==> src/rtl/nvshadow_pkg.sv <==
package nvshadow_pkg;

  typedef enum logic [2:0] {
    SQ_RECALL,
    SQ_IDLE,
    SQ_GRACE,
    SQ_STORE,
    SQ_HOLD,
    SQ_EXT_HOLD
  } sq_state_e;

  function automatic logic sq_in_xfer(input sq_state_e s);
    return (s == SQ_STORE) || (s == SQ_RECALL);
  endfunction

endpackage

==> src/rtl/nvshadow_line_sync.sv <==
module nvshadow_line_sync #(
  parameter int STAGES = 2
) (
  input  logic clk,
  input  logic rst_n,
  input  logic line_in_n,
  output logic line_q
);

  generate
    if (STAGES == 1) begin : g_one
      logic s_q;
      always_ff @(posedge clk or negedge rst_n) begin
        if (!rst_n) s_q <= 1'b1;
        else        s_q <= line_in_n;
      end
      assign line_q = s_q;
    end else begin : g_chain
      logic [STAGES-1:0] sh_q;
      always_ff @(posedge clk or negedge rst_n) begin
        if (!rst_n) sh_q <= '1;
        else        sh_q <= {sh_q[STAGES-2:0], line_in_n};
      end
      assign line_q = sh_q[STAGES-1];
    end
  endgenerate

endmodule

==> src/rtl/nvshadow_dirty.sv <==
module nvshadow_dirty (
  input  logic clk,
  input  logic rst_n,
  input  logic wr_hit,
  input  logic xfer_done,
  output logic dirty
);

  logic dirty_q;

  always_ff @(posedge clk or negedge rst_n) begin
    if (!rst_n)         dirty_q <= 1'b0;
    else if (wr_hit)    dirty_q <= 1'b1;
    else if (xfer_done) dirty_q <= 1'b0;
  end

  assign dirty = dirty_q;

  assert_dirty_set_R9: assert property (@(posedge clk) disable iff (!rst_n)
    wr_hit |=> dirty);
  assert_dirty_clear_R9: assert property (@(posedge clk) disable iff (!rst_n)
    (xfer_done && !wr_hit) |=> !dirty);

endmodule

==> src/rtl/nvshadow_grace.sv <==
module nvshadow_grace #(
  parameter int TDELAY = 8
) (
  input  logic clk,
  input  logic rst_n,
  input  logic load,
  output logic expired
);

  localparam int CW = (TDELAY < 2) ? 1 : $clog2(TDELAY + 1);
  localparam logic [CW-1:0] START = CW'(TDELAY - 1);

  logic [CW-1:0] cnt_q;

  always_ff @(posedge clk or negedge rst_n) begin
    if (!rst_n)            cnt_q <= '0;
    else if (load)         cnt_q <= START;
    else if (cnt_q != '0)  cnt_q <= cnt_q - 1'b1;
  end

  assign expired = (cnt_q == '0);

  assert_grace_load_R6: assert property (@(posedge clk) disable iff (!rst_n)
    load |=> (cnt_q == START));

endmodule

==> src/rtl/nvshadow_ctrl.sv <==
module nvshadow_ctrl
  import nvshadow_pkg::*;
#(
  parameter bit AUTO_STORE_EN = 1'b1
) (
  input  logic clk,
  input  logic rst_n,
  input  logic req_write,
  input  logic sw_store,
  input  logic pwr_low,
  input  logic line_q,
  input  logic dirty,
  input  logic grace_expired,
  input  logic nv_done,
  output logic grace_load,
  output logic req_ready,
  output logic drive_low,
  output logic store_go,
  output logic recall_go,
  output logic xfer_done
);

  sq_state_e state_q, state_n;
  logic      started_q, rec_go_q, st_go_q;

  always_comb begin
    state_n = state_q;
    unique case (state_q)
      SQ_RECALL:   if (nv_done) state_n = SQ_IDLE;
      SQ_IDLE: begin
        if (sw_store)                              state_n = SQ_STORE;
        else if (pwr_low && AUTO_STORE_EN && dirty) state_n = SQ_STORE;
        else if (!line_q)                          state_n = SQ_GRACE;
      end
      SQ_GRACE:    if (grace_expired) state_n = dirty ? SQ_STORE : SQ_EXT_HOLD;
      SQ_STORE:    if (nv_done) state_n = SQ_HOLD;
      SQ_HOLD:     if (line_q) state_n = SQ_IDLE;
      SQ_EXT_HOLD: if (line_q) state_n = SQ_IDLE;
      default:     state_n = SQ_IDLE;
    endcase
  end

  always_ff @(posedge clk or negedge rst_n) begin
    if (!rst_n) begin
      state_q   <= SQ_RECALL;
      started_q <= 1'b0;
      rec_go_q  <= 1'b0;
      st_go_q   <= 1'b0;
    end else begin
      state_q   <= state_n;
      started_q <= 1'b1;
      rec_go_q  <= !started_q;
      st_go_q   <= (state_n == SQ_STORE) && (state_q != SQ_STORE);
    end
  end

  assign grace_load = (state_q == SQ_IDLE) && (state_n == SQ_GRACE);
  assign drive_low  = (state_q == SQ_STORE);
  assign store_go   = st_go_q;
  assign recall_go  = rec_go_q;
  assign xfer_done  = nv_done && sq_in_xfer(state_q);

  always_comb begin
    unique case (state_q)
      SQ_IDLE:  req_ready = line_q || !req_write;
      SQ_GRACE: req_ready = !req_write;
      default:  req_ready = 1'b0;
    endcase
  end

  assert_closed_in_xfer_R2: assert property (@(posedge clk) disable iff (!rst_n)
    (store_go || recall_go) |-> !req_ready);
  assert_recall_once_R1: assert property (@(posedge clk) disable iff (!rst_n)
    recall_go |=> !recall_go);
  assert_hold_closed_R8: assert property (@(posedge clk) disable iff (!rst_n)
    (state_q == SQ_HOLD && !line_q) |-> !req_ready);

endmodule

==> src/rtl/nvshadow_seq.sv <==
module nvshadow_seq
  import nvshadow_pkg::*;
#(
  parameter int TDELAY        = 8,
  parameter int SYNC_STAGES   = 2,
  parameter bit AUTO_STORE_EN = 1'b1
) (
  input  logic clk,
  input  logic rst_n,
  input  logic req_valid,
  input  logic req_write,
  output logic req_ready,
  output logic arr_rd_en,
  output logic arr_wr_en,
  input  logic sw_store,
  input  logic pwr_low,
  input  logic line_in_n,
  output logic line_drive_low,
  output logic nv_store_go,
  output logic nv_recall_go,
  input  logic nv_done
);

  logic line_q, dirty, grace_load, grace_expired, xfer_done;

  nvshadow_line_sync #(.STAGES(SYNC_STAGES)) u_sync (
    .clk(clk), .rst_n(rst_n), .line_in_n(line_in_n), .line_q(line_q)
  );

  nvshadow_dirty u_dirty (
    .clk(clk), .rst_n(rst_n), .wr_hit(arr_wr_en), .xfer_done(xfer_done),
    .dirty(dirty)
  );

  nvshadow_grace #(.TDELAY(TDELAY)) u_grace (
    .clk(clk), .rst_n(rst_n), .load(grace_load), .expired(grace_expired)
  );

  nvshadow_ctrl #(.AUTO_STORE_EN(AUTO_STORE_EN)) u_ctrl (
    .clk(clk), .rst_n(rst_n), .req_write(req_write), .sw_store(sw_store),
    .pwr_low(pwr_low), .line_q(line_q), .dirty(dirty),
    .grace_expired(grace_expired), .nv_done(nv_done),
    .grace_load(grace_load), .req_ready(req_ready),
    .drive_low(line_drive_low), .store_go(nv_store_go),
    .recall_go(nv_recall_go), .xfer_done(xfer_done)
  );

  assign arr_rd_en = req_valid && req_ready && !req_write;
  assign arr_wr_en = req_valid && req_ready && req_write;

  assert_go_exclusive_R1: assert property (@(posedge clk) disable iff (!rst_n)
    !(nv_store_go && nv_recall_go));
  assert_no_access_on_go_R2: assert property (@(posedge clk) disable iff (!rst_n)
    nv_store_go |-> (!arr_rd_en && !arr_wr_en));
  assert_drive_on_go_R3: assert property (@(posedge clk) disable iff (!rst_n)
    nv_store_go |-> line_drive_low);
  assert_release_after_done_R3: assert property (@(posedge clk) disable iff (!rst_n)
    (line_drive_low && nv_done) |=> !line_drive_low);
  assert_write_blocked_low_R5: assert property (@(posedge clk) disable iff (!rst_n)
    !line_q |-> !arr_wr_en);

endmodule

==> config.mk <==
export PLATFORM = sky130hd
export DESIGN_NAME = nvshadow_seq
export DESIGN_NICKNAME = d
export VERILOG_FILES = /design/src/rtl/nvshadow_pkg.sv /design/src/rtl/nvshadow_line_sync.sv /design/src/rtl/nvshadow_dirty.sv /design/src/rtl/nvshadow_grace.sv /design/src/rtl/nvshadow_ctrl.sv /design/src/rtl/nvshadow_seq.sv
export SDC_FILE = /design/constraint.sdc
export NUM_CORES = 1
export LEC_CHECK = 0
export BUFFER_PORTS_ARGS = -buffer_cell sky130_fd_sc_hd__buf_2
export CORE_ASPECT_RATIO = 0.9
export CORE_UTILIZATION = 45
export DETAILED_ROUTE_END_ITERATION = 16
export GPL_TIMING_DRIVEN = 1
export PLACE_DENSITY = 0.68
export REMOVE_ABC_BUFFERS = 1
export SYNTH_ARGS = -nofsm -noshare
export SYNTH_HDL_FRONTEND = slang
export SYNTH_SLANG_ARGS = --single-unit
==> constraint.sdc <==
create_clock -name clk -period 3.7 [get_ports clk]
set_clock_uncertainty 0.05 [all_clocks]
set_input_delay 0.185 -clock clk [delete_from_list [all_inputs] [get_ports clk]]
set_output_delay 0.185 -clock clk [all_outputs]
set_load 0.005 [all_outputs]
After elaboration in Yosys (flattened, before gate mapping)
Index checks and enable logic that the tools add are counted.
- register bits: 13
- input port bits: 8
- output and inout port bits: 6
- word-level logic and storage cells: 47
- $add $sub $neg: 1
- equality and inequality tests: 8
- mux-type cells: 14
- reduce and logical (&&, ||, !) cells: 17
- operator list (kind ; number):
    $mux W3 ; 8
    $pmux W3 S5 ; 1
    $eq A3 B2 Y1 const B ; 4
    $mux W4 ; 2
    $logic_and A1 B1 Y1 ; 7
    $eq A3 B3 Y1 const B ; 2
    $logic_not A4 Y1 ; 1
    $reduce_bool A2 Y1 ; 2
    $reduce_bool A4 Y1 ; 1
    $sub A4 B1 Y4 const B ; 1
    $eq A3 B1 Y1 const B ; 1
    $logic_not A3 Y1 ; 1
    $ne A3 B2 Y1 const B ; 1
    $logic_not A1 Y1 ; 2
    $logic_or A1 B1 Y1 ; 2
    $mux W1 ; 2
    $pmux W1 S2 ; 1
    $reduce_or A2 Y1 ; 1

Depth between registers and ports, before layout
- depth after elaboration: 7
- depth in mapped cells: 6
- depth with buffers taken out: 6

By module
A second synthesis with hierarchy kept.
- cells, all modules: 68
- area total of the unflattened synthesis: 690.7 µm²
- by module, submodules not included (module ; times used ; cells an instance ; area an instance (µm²) ; seq. area each (µm²)):
    nvshadow_ctrl ; 1 ; 40 ; 357.8 ; 150.1
    nvshadow_grace ; 1 ; 21 ; 227.7 ; 100.1
    nvshadow_line_sync ; 1 ; 2 ; 52.6 ; 52.6
    nvshadow_dirty ; 1 ; 3 ; 36.3 ; 25.0
    nvshadow_seq ; 1 ; 2 ; 16.3 ; 0.0

Least setup slack after synthesis
Ideal clock, no wire load.
- path type: register -> register
- start: register u_grace.cnt_q[0]
- end: register u_ctrl.st_go_q, in the netlist u_ctrl.store_go
- library setup time: 0.126 ns
- arrival time: 1.470 ns
- data required time: 3.524 ns
- path slack: 2.054 ns
- cell stages (with the launch flop): 7
- buffers on the path: 0
- period minus slack after synthesis: 1.646 ns
- cell sequence: dfrtp_1 inv_1 ha_1 nor3b_2 or4_1 a31o_2 nor2b_4
- cells in the longest elaborated chain, start to end: 5
- RTL lines (what ; RTL line ; RTL):
    start, declared ; nvshadow_grace.sv:13 ; logic [CW-1:0] cnt_q;
    start signal, assigned ; nvshadow_grace.sv:18 ; else if (cnt_q != '0) cnt_q <= cnt_q - 1'b1;
    $logic_not A4 Y1 ; nvshadow_grace.sv:21 ; assign expired = (cnt_q == '0);
    $mux W3 ; nvshadow_ctrl.sv:35 ; SQ_GRACE: if (grace_expired) state_n = dirty ? SQ_STORE : SQ_EXT_HOLD;
    $pmux W3 S5 ; nvshadow_ctrl.sv:28 ; unique case (state_q)
    via u_ctrl.state_n[0] ; nvshadow_ctrl.sv:23 ; sq_state_e state_q, state_n;
    $eq A3 B2 Y1 ; nvshadow_ctrl.sv:53 ; st_go_q <= (state_n == SQ_STORE) && (state_q != SQ_STORE);
    $logic_and A1 B1 Y1 ; nvshadow_ctrl.sv:53 ;
    end signal, assigned ; nvshadow_ctrl.sv:53 ;
    end, declared ; nvshadow_ctrl.sv:24 ; logic started_q, rec_go_q, st_go_q;
The timed path passes the listed nets, and every way through them passes these cells.
A chain may end at the register's enable or synchronous reset.

Final worst setup path
- start: register u_grace.cnt_q[1]
- end: register u_ctrl.st_go_q, in the netlist u_ctrl.store_go
The elaborated chain is that of the path after synthesis.

==> impl_results.md <==
* Residual DRC at 0
* Distinct cells, synth at 32
* Mapped Cells at 71
* Global-route wire length before repair at 2.05 mm
* Top Ports at 14
* Vias per cell at 5.35
* Crit path max-delay cell type: or4_1
* Async S/R FF share, synth at 100%
* Setup TNS Final at 0 ns
* Post-Route WL at 1.25 mm
* Final #Nets at 97
* Post-synth top cells: 11 x dfrtp_1, 7 x inv_1, 6 x a21oi_1, 6 x nor2_1
* Placed Cells at 95
* Largest cells by area after synthesis: dfrtp_1 41%, dfstp_2 7.8%, a21oi_1 4.4%, inv_1 3.9%, nand2b_1 3.7%
* Layout Cells excl Fill at 101
* Die Height at 38.8 microns
* Placed Area at 743 sq um
* Worst path top cell family by delay: simple AND/OR/NAND/NOR gates
* Antenna violation net count after detailed routing at 0
* Req. time, crit path at 3.81 ns
* Core ar. at 1310 sq um
* Initial antenna violation count at 0
* Crit-path max FO at 5
* CTS max path bufs at 2
* Site row count at 12
* Crit path time final at 1.75 ns
* Worst setup EP type: flop
* Setup WS post-layout at 1.95 ns
* TritonCTS Buffers at 3
* Final core utilization at 60.5%
* Insertion delay to the later sink of the worst-skew pair at 0.27 ns
* 1st-iter DRT viols at 8
* Netlist Area Pre-Place at 676 sq um
* Hold WC Path Type: input port to flop
* WHS at 0.109 ns
* Tcrit/Tclk final at 47.2%
* Hold Vio Cnt, Final at 0
* CTS root buf: clkbuf_4
* RSZ-0062 raised after global routing: no
* Status: completed
* Clock sink count at 13
* WL/cell at 12.3 microns
* Crit start category: flop
* Post-Layout Inst Area at 791 sq um
* Max-Cap Viols at 0
* Worst slack at placement at 1.96 ns
* PortBufs at 13
* Die area at 1660 sq um
* Placer congestion estimate at 0.785
* Antenna diode count at 0
* Leak pwr at 0.398 nW
* Setup Fix Bufs, Post-CTS at 0
* Area leader, netlist: dfrtp_1
* Yosys top cell area share at 40.7%
* Vias in the first global route at 472
* Layout cells sized above 1 at 25.3%
* Seq/Total Area, Yosys at 48.5%
* H-tree depth at 1
* Worst-path clk slew at 0.08 ns
* Crit path cell chain: inv_1, ha_1, nor3b_2, or4_1, a31o_2, nor2b_4
* Mapped Avg Cell Area at 9.52 sq um
* Overall global routing resource usage at 18.1%
* HPWL after DPL at 922 microns
* Largest net degree at the start of global routing at 14
* Count leader, synth: dfrtp_1
* FF+latch count, synth at 13
* Commonest register cell after synthesis: dfrtp_1
* EDFF count, synth at 0
* Synthesis Warnings at 0
* Starting Density at 51.7%
* Vias at 540
* Pre-Repair DR Iteration Count at 3
* Area Overhead vs Synth at 17.0%
* Die width at 42.8 microns
* CP arrival at 1.86 ns
* Overflow left after global routing at 0
* Maximum VDD drop at 412 uV
* CTS tree: built
* Final Max Slew Viols at 0
* Setup-failing EPs final at 0
* Buf/Inv on CP at 1
* Power, Total at 607 uW
* Critical path class: flop to flop
* Slowest cell delay on critical path at 0.41 ns
* Fmax at 572 MHz
* Pwr dens at 767 nW/um^2
placed cells by master (no fill, tap or decap), drive strengths merged, types with 2 or more instances in the layout:
cell          n
buf          13
dfrtp        11
inv           7
nor2          6
a21oi         6
nand2         4
nand2b        4
nor3          3
clkbuf        3
o21ai         2
a211oi        2
a211o         2
dlygate4sd3   2
dfstp         2
nor3b         2
nor2b         2
sequential cells by signal, summed over array words and instances (netlist names):
register and flops:
u_grace.cnt_q 4, u_ctrl.state_q 3, u_sync.g_chain.sh_q 2, u_ctrl.recall_go 1, u_ctrl.started_q 1, u_ctrl.store_go 1
u_dirty.dirty 1
cell families after synthesis:
logic type | count (synthesis) | share of synthesized area [%]
flip-flops | 13 | 48.5
XOR/XNOR | 1 | 1.30
buffers and inverters | 10 | 6.11
AND/OR/NAND/NOR | 28 | 25.4
other | 1 | 0.555
adder cells (fa/ha/maj) | 1 | 1.85
AO/OA/AOI/OAI | 17 | 16.3
final cells by class:
class	instances	area, sq um
fillers	121	515
flip-flops and latches	13	328
multi-input cells	48	307
repair buffers	15	85.1
inverters	7	26.3
clock buffers	3	22.5
well taps	14	17.5
clock inverters	1	5.00
worst paths after layout:
path	from	endpoint	slack, ns	cells past startpoint
min in group asynchronous	rst_n	u_ctrl.state_q[0]	0.27	2
max in group asynchronous	rst_n	u_sync.g_chain.sh_q[1]	3.06	2
worst max-delay path	u_grace.cnt_q[1]	u_ctrl.store_go	1.95	6
worst min-delay path	nv_done	u_ctrl.state_q[1]	0.11	2
worst max register to register	u_grace.cnt_q[1]	u_ctrl.store_go	1.95	6
worst min register to register	u_sync.g_chain.sh_q[0]	u_sync.g_chain.sh_q[1]	0.31	0
metal layers:
metal,vias to the layer above,track usage (%),wire length [microns]
met1,246,18.6,547
met4,0,10.9,12
met3,2,8.41,50
li1,278,-,-
met2,14,30.7,636
met5,-,0,0
report_power, final:
part | switching, mW | total (mW) | internal, mW
Clock | 0.0448 | 0.0848 | 0.0400
Combinational | 0.128 | 0.266 | 0.138
Sequential | 0.0643 | 0.256 | 0.192
repair_timing:
item / in CTS / in global routing
endpoints found under the hold margin: 14 / 0
hold buffers: 2 / 0
resized for setup: 0 / 0
setup endpoints to repair: 0 / 0
Power figures use the tool's default switching activity.
